===== config.mk =====
export PLATFORM = sky130hd
export DESIGN_NAME = mixsat_vadd
export DESIGN_NICKNAME = d
export VERILOG_FILES = /design/src/rtl/mixsat_pkg.sv /design/src/rtl/mixsat_lane.sv /design/src/rtl/mixsat_bank.sv /design/src/rtl/mixsat_vadd.sv
export SDC_FILE = /design/constraint.sdc
export NUM_CORES = 1
export LEC_CHECK = 0
export ABC_CLOCK_PERIOD_IN_PS = 10400
export BUFFER_PORTS_ARGS = -buffer_cell sky130_fd_sc_hd__buf_2
export CORE_MARGIN = 1
export CORE_UTILIZATION = 30
export CTS_BUF_LIST = sky130_fd_sc_hd__clkbuf_8
export DETAILED_ROUTE_END_ITERATION = 10
export PLACE_DENSITY_LB_ADDON = 0.2
export SLEW_MARGIN = 15
export SYNTH_ARGS = -nofsm -noshare
export SYNTH_HDL_FRONTEND = slang
export SYNTH_SLANG_ARGS = --single-unit

===== constraint.sdc =====
create_clock -name clk -period 10.4 [get_ports clk]
set_clock_uncertainty 0.05 [all_clocks]
set_input_delay 2.08 -clock clk [delete_from_list [all_inputs] [get_ports clk]]
set_output_delay 2.08 -clock clk [all_outputs]
set_load 0.01 [all_outputs]

===== src/rtl/mixsat_pkg.sv =====
package mixsat_pkg;
  typedef enum logic [1:0] {
    LW_8  = 2'b00,
    LW_16 = 2'b01,
    LW_32 = 2'b10,
    LW_64 = 2'b11
  } lane_w_e;

  localparam int NUM_WIDTHS = 4;
  localparam int MAX_LANE_W = 64;
endpackage


===== src/rtl/mixsat_lane.sv =====
module mixsat_lane #(
  parameter int W = 8
) (
  input  logic [W-1:0] a,
  input  logic [W-1:0] b,
  input  logic         en,
  output logic [W-1:0] r,
  output logic         clamp
);
  localparam int SW = W + 2;

  logic [SW-1:0] sum;
  logic          over;

  // a is sign extended and b is zero extended; W+2 bits hold every exact sum
  assign sum  = {{2{a[W-1]}}, a} + {2'b00, b};
  // A non-negative sum with any bit at or above W-1 lies beyond the positive limit
  assign over = ~sum[SW-1] & (sum[W] | sum[W-1]);

  always_comb begin
    if (!en)       r = a;
    else if (over) r = {1'b0, {(W-1){1'b1}}};
    else           r = sum[W-1:0];
  end

  assign clamp = en & over;
endmodule


===== src/rtl/mixsat_bank.sv =====
module mixsat_bank #(
  parameter int VLEN = 128,
  parameter int W    = 8
) (
  input  logic [VLEN-1:0]   opa,
  input  logic [VLEN-1:0]   opb,
  input  logic [VLEN/W-1:0] lane_en,
  output logic [VLEN-1:0]   res,
  output logic [VLEN/W-1:0] lane_sat
);
  localparam int LANES = VLEN / W;

  for (genvar e = 0; e < LANES; e++) begin : g_lane
    mixsat_lane #(.W(W)) u_lane (
      .a    (opa[e*W +: W]),
      .b    (opb[e*W +: W]),
      .en   (lane_en[e]),
      .r    (res[e*W +: W]),
      .clamp(lane_sat[e])
    );
  end
endmodule


===== src/rtl/mixsat_vadd.sv =====
module mixsat_vadd
  import mixsat_pkg::*;
#(
  parameter int VLEN = 128
) (
  input  logic              clk,
  input  logic              rst,
  input  logic              in_vld,
  input  logic [VLEN-1:0]   opa,
  input  logic [VLEN-1:0]   opb,
  input  logic [VLEN/8-1:0] pred,
  input  logic [1:0]        size,
  output logic              out_vld,
  output logic [VLEN-1:0]   res,
  output logic [VLEN/8-1:0] sat
);
  localparam int NB = VLEN / 8;

  logic [VLEN-1:0] bank_res [NUM_WIDTHS];
  logic [NB-1:0]   bank_sat [NUM_WIDTHS];

  for (genvar k = 0; k < NUM_WIDTHS; k++) begin : g_width
    localparam int W     = 8 << k;
    localparam int STEP  = W / 8;
    localparam int LANES = VLEN / W;

    logic [LANES-1:0] en_k;
    logic [LANES-1:0] sat_k;

    for (genvar e = 0; e < LANES; e++) begin : g_map
      assign en_k[e]               = pred[e*STEP];
      assign bank_sat[k][e*STEP]   = sat_k[e];
      if (STEP > 1) begin : g_pad
        assign bank_sat[k][e*STEP+1 +: STEP-1] = '0;
      end
    end

    mixsat_bank #(.VLEN(VLEN), .W(W)) u_bank (
      .opa     (opa),
      .opb     (opb),
      .lane_en (en_k),
      .res     (bank_res[k]),
      .lane_sat(sat_k)
    );
  end

  logic [VLEN-1:0] sel_res;
  logic [NB-1:0]   sel_sat;

  always_comb begin
    case (lane_w_e'(size))
      LW_8:    begin sel_res = bank_res[0]; sel_sat = bank_sat[0]; end
      LW_16:   begin sel_res = bank_res[1]; sel_sat = bank_sat[1]; end
      LW_32:   begin sel_res = bank_res[2]; sel_sat = bank_sat[2]; end
      default: begin sel_res = bank_res[3]; sel_sat = bank_sat[3]; end
    endcase
  end

  always_ff @(posedge clk) begin
    if (rst) begin
      out_vld <= 1'b0;
      res     <= '0;
      sat     <= '0;
    end else begin
      out_vld <= in_vld;
      if (in_vld) begin
        res <= sel_res;
        sat <= sel_sat;
      end
    end
  end
endmodule


**Word level (Yosys, flattened, before mapping)**

Index checks and enable logic that the tools add are counted.

- Bits in registers: 145
- Input port bits: 277

- Reductions and logical operators: 1
- Add/sub/neg operators: 30
- Equal/unequal tests: 2
- Mux-type cells: 62
- Bitwise gates (word level): 120

Operators with widths:

| cell | count |
|---|---|
| one-hot mux 128 bit (3 select lines) | 1 |
| two-way mux 16 bit | 16 |
| two-way mux 32 bit | 8 |
| two-way mux 64 bit | 4 |
| two-way mux 8 bit | 32 |
| adder 8 x 9 -> 10 bit | 16 |
| adder 16 x 17 -> 18 bit | 8 |
| adder 32 x 33 -> 34 bit | 4 |
| adder 64 x 65 -> 66 bit | 2 |
| AND 1 bit | 60 |
| one-hot mux 16 bit (3 select lines) | 1 |
| inverter 1 bit | 30 |
| OR 1 bit | 30 |
| == test 2 x 1 -> 1 bit, second input constant | 1 |
| == test 2 bit, second input constant | 1 |
| zero test 2 bit | 1 |

**Depth between registers and ports, before layout**

Gate-level depths: netlist (run 1).

- Depth in word-level cells: 6
- Depth in mapped cells: 15
- Mapped depth without buffers: 14

**Hierarchy**

Synthesis (run 1) repeated with hierarchy kept, for this count alone.

- Cells, all modules: 5,987
- Area, all modules: 47,290.4 um2

Modules (own cells, without submodules):

| module | seq. area each (um2) | area each (um2) | instances | cells each |
|---|---|---|---|---|
| mixsat_lane (g_width[1].u_bank.g_lane[0].u_lane ...) | 0.0 | 1,330.0 | 8 | 164 |
| mixsat_vadd | 2,902.8 | 8,319.2 | 1 | 652 |
| mixsat_lane (g_width[0].u_bank.g_lane[10].u_lane ...) | 0.0 | 568.0 | 14 | 70 |
| mixsat_lane (g_width[2].u_bank.g_lane[0].u_lane ...) | 0.0 | 2,314.7 | 3 | 344 |
| mixsat_lane (g_width[3].u_bank.g_lane[1].u_lane) | 0.0 | 4,978.5 | 1 | 777 |
| mixsat_lane (g_width[3].u_bank.g_lane[0].u_lane) | 0.0 | 4,879.7 | 1 | 764 |
| mixsat_lane (g_width[2].u_bank.g_lane[3].u_lane) | 0.0 | 2,537.4 | 1 | 328 |
| mixsat_lane (g_width[0].u_bank.g_lane[1].u_lane) | 0.0 | 521.8 | 1 | 71 |
| mixsat_lane (g_width[0].u_bank.g_lane[0].u_lane) | 0.0 | 516.7 | 1 | 71 |

**Least setup slack after synthesis (run 1)**

Ideal clock, no wire load.

- Path type: in2reg
- Start point: input port opa[72]
- End point: register res[80]
- Library setup time: 116 ps
- Path slack: 5,029 ps
- Arrival: 5,205 ps
- Buffers on the path: 1
- Stages: 15
- Cell sequence: ha_1 -> inv_1 -> fa_1 -> and2b_2 -> nor3_1 -> o31a_1 -> o21a_1 -> a21oi_4 -> a21oi_1 -> o31a_1 -> o2111a_1 -> o31ai_4 -> buf_6 -> o2111ai_1 -> o211a_1

- Cells in the longest elaborated chain, start to end: 6

RTL lines:

| item | line | text |
|---|---|---|
| start, declared | mixsat_vadd.sv:9 | `input logic [VLEN-1:0] opa,` |
| adder 64 x 65 -> 66 bit / adder 32 x 33 -> 34 bit (equally long branches) | mixsat_lane.sv:16 | `assign sum = {{2{a[W-1]}}, a} + {2'b00, b};` |
| OR 1 bit / inverter 1 bit (equally long branches) | mixsat_lane.sv:18 | `assign over = ~sum[SW-1] & (sum[W] \| sum[W-1]);` |
| AND 1 bit | mixsat_lane.sv:18 |  |
| two-way mux 64 bit / two-way mux 32 bit (equally long branches) | mixsat_lane.sv:22 | `else if (over) r = {1'b0, {(W-1){1'b1}}};` |
| two-way mux 64 bit / two-way mux 32 bit (equally long branches) | mixsat_lane.sv:21 | `if (!en) r = a;` |
| one-hot mux 128 bit (3 select lines) (*) | mixsat_vadd.sv:51 | `case (lane_w_e'(size))` |
| end signal, assigned | mixsat_vadd.sv:67 | `res <= sel_res;` |
| end, declared | mixsat_vadd.sv:14 | `output logic [VLEN-1:0] res,` |

Every way passes the cells marked *; elsewhere a longest branch is shown, timed or not.
A chain may end at the register's enable or synchronous reset.

**Final worst setup path (run 1)**

- Start point: input port opa[95]
- End point: register res[94]

- Cells in the longest elaborated chain, start to end: 6

RTL lines:

| item | line |
|---|---|
| adder 64 x 65 -> 66 bit (tied with other cells) | mixsat_lane.sv:16 |
| OR 1 bit / inverter 1 bit (equally long branches) | mixsat_lane.sv:18 |
| AND 1 bit | mixsat_lane.sv:18 |
| two-way mux 64 bit (tied with other cells) | mixsat_lane.sv:22 |
| two-way mux 64 bit (tied with other cells) | mixsat_lane.sv:21 |
| one-hot mux 128 bit (3 select lines) (*) | mixsat_vadd.sv:51 |

Marked as above.

==> results of run 1 <==
## area by class of cell
type,instances,area share
diodes,6,0.0005475
clock buffers,18,0.009034
clock inverters,13,0.007756
inverters,138,0.01889
multi-input cells,2930,0.7214
flip-flops and latches,145,0.1058
well taps,1050,0.04791
repair buffers,463,0.08860
## per-stage QoR
step	power (mW)	std cells	hold WS [ps]	utilization	instance area, um^2
5_1_grt	3.146	4760	411.0	0.3448	27420
3_3_place_gp	2.354	4726	374.4	0.3389	26950
4_1_cts	2.969	4757	391.3	0.3447	27410
2_1_floorplan	1.770	3458	412.5	-	24240
3_5_place_dp	2.347	4726	375.0	0.3389	26950
6_report	2.991	4763	388.1	0.3449	27420
## layout by cell type (no fill, tap or decap), types with 79 or more instances in the layout
cell        n
inv_1     135
nand2_1   279
ha_1      152
a31oi_1    79
nor3_1     79
xor2_1    118
a21o_1     84
nor2_1    286
xnor2_1   176
buf_2     418
o221ai_1   93
o21ai_0   321
a21oi_1   348
dfxtp_1   145
## worst min path at each step
stage	start	endpoint	slack (ps)	cells after the start
4_1_cts	res[68]$_SDFFE_PP0P_	res[68]$_SDFFE_PP0P_	390	2
5_1_grt	res[68]$_SDFFE_PP0P_	res[68]$_SDFFE_PP0P_	410	2
3_3_place_gp	res[68]$_SDFFE_PP0P_	res[68]$_SDFFE_PP0P_	370	2
2_1_floorplan	res[65]$_SDFFE_PP0P_	res[65]$_SDFFE_PP0P_	410	2
3_5_place_dp	res[68]$_SDFFE_PP0P_	res[68]$_SDFFE_PP0P_	380	2
6_report	res[68]$_SDFFE_PP0P_	res[68]$_SDFFE_PP0P_	390	2
## logic make-up (layout without fill, tap and decap cells)
family                     Yosys count  in the layout  share of synthesized area
xor gates and xnor gates           294            294                     0.1062
buffers and inverters              383            632                    0.06591
other                                0              6                          0
AOI/OAI and AO/OA                 1445           1445                     0.4077
muxes                               32             32                    0.01352
adders and majority gates          168            168                    0.09167
and+or+nand+nor                    991            991                     0.1952
DFF                                145            145                     0.1197
## per-layer routing
metal | wire length (um) | track usage | vias to the layer above
li1 | - | - | 13426
met1 | 57120 | 0.4141 | 14110
met2 | 55020 | 0.4551 | 1399
met3 | 10830 | 0.05644 | 178
met4 | 3800 | 0.09505 | 8
met5 | 52 | 0 | -
## flip-flops by register name (all words and copies together), names as in the netlist
signal / count
sat: 16
out_vld: 1
res: 128
## power groups by stage
stage / Combinational, mW / Sequential [mW] / Clock, mW
after floorplan: 1.10 / 0.674 / 0
after global placement: 1.69 / 0.660 / 0
after detailed placement: 1.69 / 0.660 / 0
after CTS: 1.70 / 0.648 / 0.625
after global routing: 1.85 / 0.653 / 0.639
final: 1.73 / 0.647 / 0.612
## worst reg2reg max path, cell delays in order (launching register included)
cell and delay [ps]:
dfxtp_1 360, a22oi_1 200, nor2b_1 160, a22oi_1 80, a21oi_1 210, nand2_1 80, a2bb2oi_1 140
==> flow_summary.yaml, run 1 <==
worst_hold_path:
  min-delay-path-class: "flip-flop to flip-flop"
power_and_ir_drop:
  ir_worst_vdd_v: 0.0001005
  p_comb_frac: 0.579
  swShare: 0.4976
  power.switching_mw: 1.488
  cellLeakagePower_nw: 11.17
  p_int_mw: 1.503
  seqPwrFrac: 0.216
  clkPwrFrac: 0.205
  p_per_area_mw_per_mm2: 109.1
grt:
  grt_pass1_wl_um: 182500
  track_usage: 0.2967
  grt_overflow: 0
  antenna_found_initial: 11
  grt_pass1_vias: 26999
  grt_max_degree: 66
logic_synthesis:
  synth_top_area_cell: "dfxtp_1"
  ys.flop_type: "dfxtp_1"
  post-synth-top-count-cell: "a21oi_1"
  netlist_instances: 3458
  synth-seq-area-share: 0.1197
  synth_fp_nets: 3903
  synthArstFlopShare: 0
  synth.avg_cell_area_um2: 7.010
  ys_top_cells_by_area: "dfxtp_1 (12%), ha_1 (7.8%), a21oi_1 (7.2%)"
  synth_edf_count: 0
  synthTopCellsByCount: "a21oi_1 (348), o21ai_0 (321), nor2_1 (293), nand2_1 (279), xnor2_1 (176)"
  yosys_warnings: 0
  ys_ff_latch: 145
  ys_types: 123
  synth_top_area_frac: 0.1197
  syn-cell-area_mm2: 0.02424
clocking:
  cts_root_buffer: "clkbuf_8"
  htreeDepth: 4
  cts.repair.resized: 0
  clock-sinks: 145
  cts_tree: "built"
  hold_buffers: 0
  cts_setup_buffers: 0
  cts.clk_slew.worst_paths_ps: 100
  cts_made_buffers: 17
  clock_latency_ps: 580
  max-clock-path-buffers: 2
timing:
  rsz0062_at_grt: "no"
  min_period_ps: 6111
  setup_tns_ps: 0
  final_max_slew_viol_count: 0
  worstMarginPinSlew_ps: 1147
  max-slew-margin-rel: 0.2323
  fin_ws_ps: 4289
  finalSetupViolations: 0
  hold_viol_final: 0
  fin_crit_sh: 0.5876
  fmax_mhz: 163.7
worst_setup_path:
  cp.depth: 12
  crit_required_ps: 10810
  reg2reg_depth: 6
  cp_max_fo: 14
  timing.rr.end: "res[117]$_SDFFE_PP0P_"
  crit_chain: "buf_2 -> ha_1 -> inv_1 -> a21oi_1 -> o221a_2 -> o31ai_1 -> a21oi_1 -> o31a_1 -> a2111oi_4 -> o31ai_4 -> and3_4 -> a211oi_2"
  r2r_start: "res[117]$_SDFFE_PP0P_"
  r2r_slack_ps: 9000
  critical-path-top-delay-family: "compound AO/OA/AOI/OAI gates"
  crit_start: "opa[95]"
  slowest_stage: "o31ai_4"
  slowest_delay_ps: 770
  crit_type: "primary input to flip-flop"
  arrival_ps: 6520
  startpoint_type: "primary input"
  cp_common_cell: "a21oi_1"
  endpoint: "res[94]$_SDFFE_PP0P_"
  crit_buf_inv: 2
  crit_path_end_kind: "flip-flop"
run_status:
  run_status: "finished, final reports clean"
route:
  via_per_inst: 6.114
  vias: 29121
  ant_nets: 0
  drt-initial-drc-count: 3336
  drt-wirelength-per-cell_um: 26.63
  drt-total-wl_um: 126800
  first_pass_iters: 6
  drc_errors: 0
final_layout:
  multi_input_area_mm2: 0.01978
  nFillCells: 8757
  layout-drive-gt1-share: 0.1664
  regArea_mm2: 0.002903
  area_growth_pct: 13.13
  finalNetCount: 4140
floorplan:
  rows: 103
  fp.dieArea_mm2: 0.08194
  core_mm2: 0.07952
  die_y_um: 286.3
  die_width_um: 286.3
  pin_count: 422
  start_util: 0.3049
flow_run:
  cap_violations: 0
place:
  hpwl_um: 98410
  portBuffers: 421
  gp_congestion: 0.9750
  dp_slack_ps: 3856
(Power assumes the default switching activity.)
==> inputs of run 2 (changes only) <==
--- a/config.mk
+++ b/config.mk
@@ -5,7 +5,7 @@
 export SDC_FILE = /design/constraint.sdc
 export NUM_CORES = 1
 export LEC_CHECK = 0
-export ABC_CLOCK_PERIOD_IN_PS = 10400
+export ABC_CLOCK_PERIOD_IN_PS = 5900
 export BUFFER_PORTS_ARGS = -buffer_cell sky130_fd_sc_hd__buf_2
 export CORE_MARGIN = 1
 export CORE_UTILIZATION = 30
==> constraint.sdc (replaced) <==
create_clock -name clk -period 5.9 [get_ports clk]
set_clock_uncertainty 0.05 [all_clocks]
set_input_delay 1.18 -clock clk [delete_from_list [all_inputs] [get_ports clk]]
set_output_delay 1.18 -clock clk [all_outputs]
set_load 0.01 [all_outputs]
==> run 2 against run 1 <==
  * Via count rose by 1.2%
  * Combinational power rose by 79%
  * Total power rose by 73%
  * Cell area rose by 1.1%
  * Final cell count rose by 1.1%
  * Wire length rose by 0.77%
  * Global-route usage rose by 0.31 points
  * Sequential share of layout area fell by 0.12 points
  * Critical path depth rose by 3
  * Clock-buffer cell count rose by 1
  * Hold slack improved by 3.7 ps
  * Critical endpoint is now res[0]$_SDFFE_PP0P_
  * Largest power group unchanged
==> flow_summary.yaml, run 2 (same netlist as run 1, synthesis figures left out) <==
worst_setup_path:
  reg2reg_depth: 6
  crit_start: "opa[0]"
  cp_max_fo: 9
  crit_type: "primary input to flip-flop"
  slowest_stage: "o32ai_4"
  crit_path_end_kind: "flip-flop"
  critical-path-top-delay-family: "compound AO/OA/AOI/OAI gates"
  arrival_ps: 5270
  slowest_delay_ps: 470
  cp.depth: 15
  r2r_start: "res[117]$_SDFFE_PP0P_"
  crit_chain: "buf_2 -> ha_1 -> inv_1 -> fa_1 -> nor2b_1 -> o2111ai_1 -> a211oi_2 -> o31ai_1 -> o31ai_2 -> xnor2_1 -> and2_1 -> o32ai_4 -> o22ai_2 -> nor3b_1 -> o21ai_1"
  startpoint_type: "primary input"
  crit_required_ps: 6370
  crit_buf_inv: 2
clocking:
  cts.repair.resized: 0
  hold_buffers: 0
  max-clock-path-buffers: 2
  clock_latency_ps: 590
  cts_root_buffer: "clkbuf_8"
  clock-sinks: 145
  htreeDepth: 4
  cts_setup_buffers: 0
  cts.clk_slew.worst_paths_ps: 100
  cts_made_buffers: 17
  cts_tree: "built"
floorplan:
  die_y_um: 286.3
  rows: 103
  pin_count: 422
  die_width_um: 286.3
  fp.dieArea_mm2: 0.08194
  core_mm2: 0.07952
  start_util: 0.3049
timing:
  setup_tns_ps: 0
  fin_ws_ps: 1103
  hold_viol_final: 0
  hold_slack_ps: 391.8
  final_max_slew_viol_count: 0
  max-slew-margin-rel: 0.2342
  worstMarginPinSlew_ps: 1144
  rsz0062_at_grt: "no"
  fmax_mhz: 208.4
  fin_crit_sh: 0.8131
  finalSetupViolations: 0
  min_period_ps: 4797
route:
  via_per_inst: 6.118
  drt-initial-drc-count: 2859
  first_pass_iters: 5
  ant_nets: 0
  drc_errors: 0
  drt-total-wl_um: 127800
  drt-wirelength-per-cell_um: 26.53
  vias: 29468
final_layout:
  reg.largest.list: "res: 128 flops, sat: 16 flops, out_vld: 1 flops"
  layout-drive-gt1-share: 0.1765
  layout_common_cells: "buf_2 (418), a21oi_1 (348), o21ai_0 (321)"
  mostFrequentLayoutCell: "buf_2"
  regMostFlops: "res"
  finalNetCount: 4189
  largest_reg_flops: 128
  finish.utilization: 0.3487
  final_cell_area_mm2: 0.02773
  area_growth_pct: 14.38
flow_run:
  cap_violations: 0
run_status:
  run_status: "finished, final reports clean"
place:
  place_area_mm2: 0.02731
  gp_congestion: 0.9636
  dp_slack_ps: 585.9
  hpwl_um: 101100
  portBuffers: 421
grt:
  track_usage: 0.2998
  antenna_found_initial: 12
  grt_pass1_wl_um: 184700
  grt_max_degree: 66
  grt_overflow: 0
  grt_pass1_vias: 27226
power_and_ir_drop:
  cellLeakagePower_nw: 11.38
  ir_worst_vdd_v: 0.0001752
  p_per_area_mw_per_mm2: 186.5
worst_hold_path:
  worstHoldPathCells: 2
  hp-start: "res[68]$_SDFFE_PP0P_"
  min-delay-path-class: "flip-flop to flip-flop"
==> run 2: cell types whose count changed in the layout (fill, tap and decap cells not counted), moves of 2 or more <==
cell,before,now
buf_4,45,93
bufinv_16,5,1
diode_2,6,10
clkinv_4,5,2
inv_6,0,3
inv_8,0,2
nor2_1,286,288
nor2_2,6,4
==> run 2: final timing paths <==
path                                 to  slack, ps
setup / recovery    res[0]$_SDFFE_PP0P_       1100
hold / removal     res[68]$_SDFFE_PP0P_        390
setup reg to reg  res[117]$_SDFFE_PP0P_       4470
hold reg to reg    res[68]$_SDFFE_PP0P_        390
==> run 2: power by group <==
group          internal (mW)  leakage, nW  total (mW)  switching (mW)
sequential              1.07         1.19        1.14          0.0686
combinational           1.10         9.99        3.10            2.00
clock                  0.364        0.194       0.928           0.564
total                   2.53         11.4        5.17            2.64
==> run 2: worst min-delay path, stage by stage, from the launching register on <==
cell	delay, ps
dfxtp_1	320
nand2_1	50
nand2_1	40
==> run 2: per-layer routing <==
metal | up-vias | routed length, um | GRT usage
met2 | 1527 | 55880 | 0.4635
met1 | 14252 | 57390 | 0.4204
met4 | 2 | 3441 | 0.09078
li1 | 13511 | - | -
met3 | 176 | 11080 | 0.05223
met5 | - | 13 | 0
==> run 2: per-stage QoR <==
stage / total power, mW / instances
floorplan: 3.119 / 3458
global placement: 4.199 / 4775
detailed placement: 4.185 / 4775
CTS: 5.130 / 4807
global route: 5.446 / 4814
finish: 5.171 / 4817
==> run 2: cell type report <==
type / instances / area [um^2]
diodes: 10 / 25.02
clock buffers: 19 / 261.5
clock inverters: 13 / 127.6
fillers: 8776 / 51790
inverters: 138 / 518.0
multi-input cells: 2930 / 19770
flip-flops and latches: 145 / 2903
well taps: 1050 / 1314
repair buffers: 512 / 2810
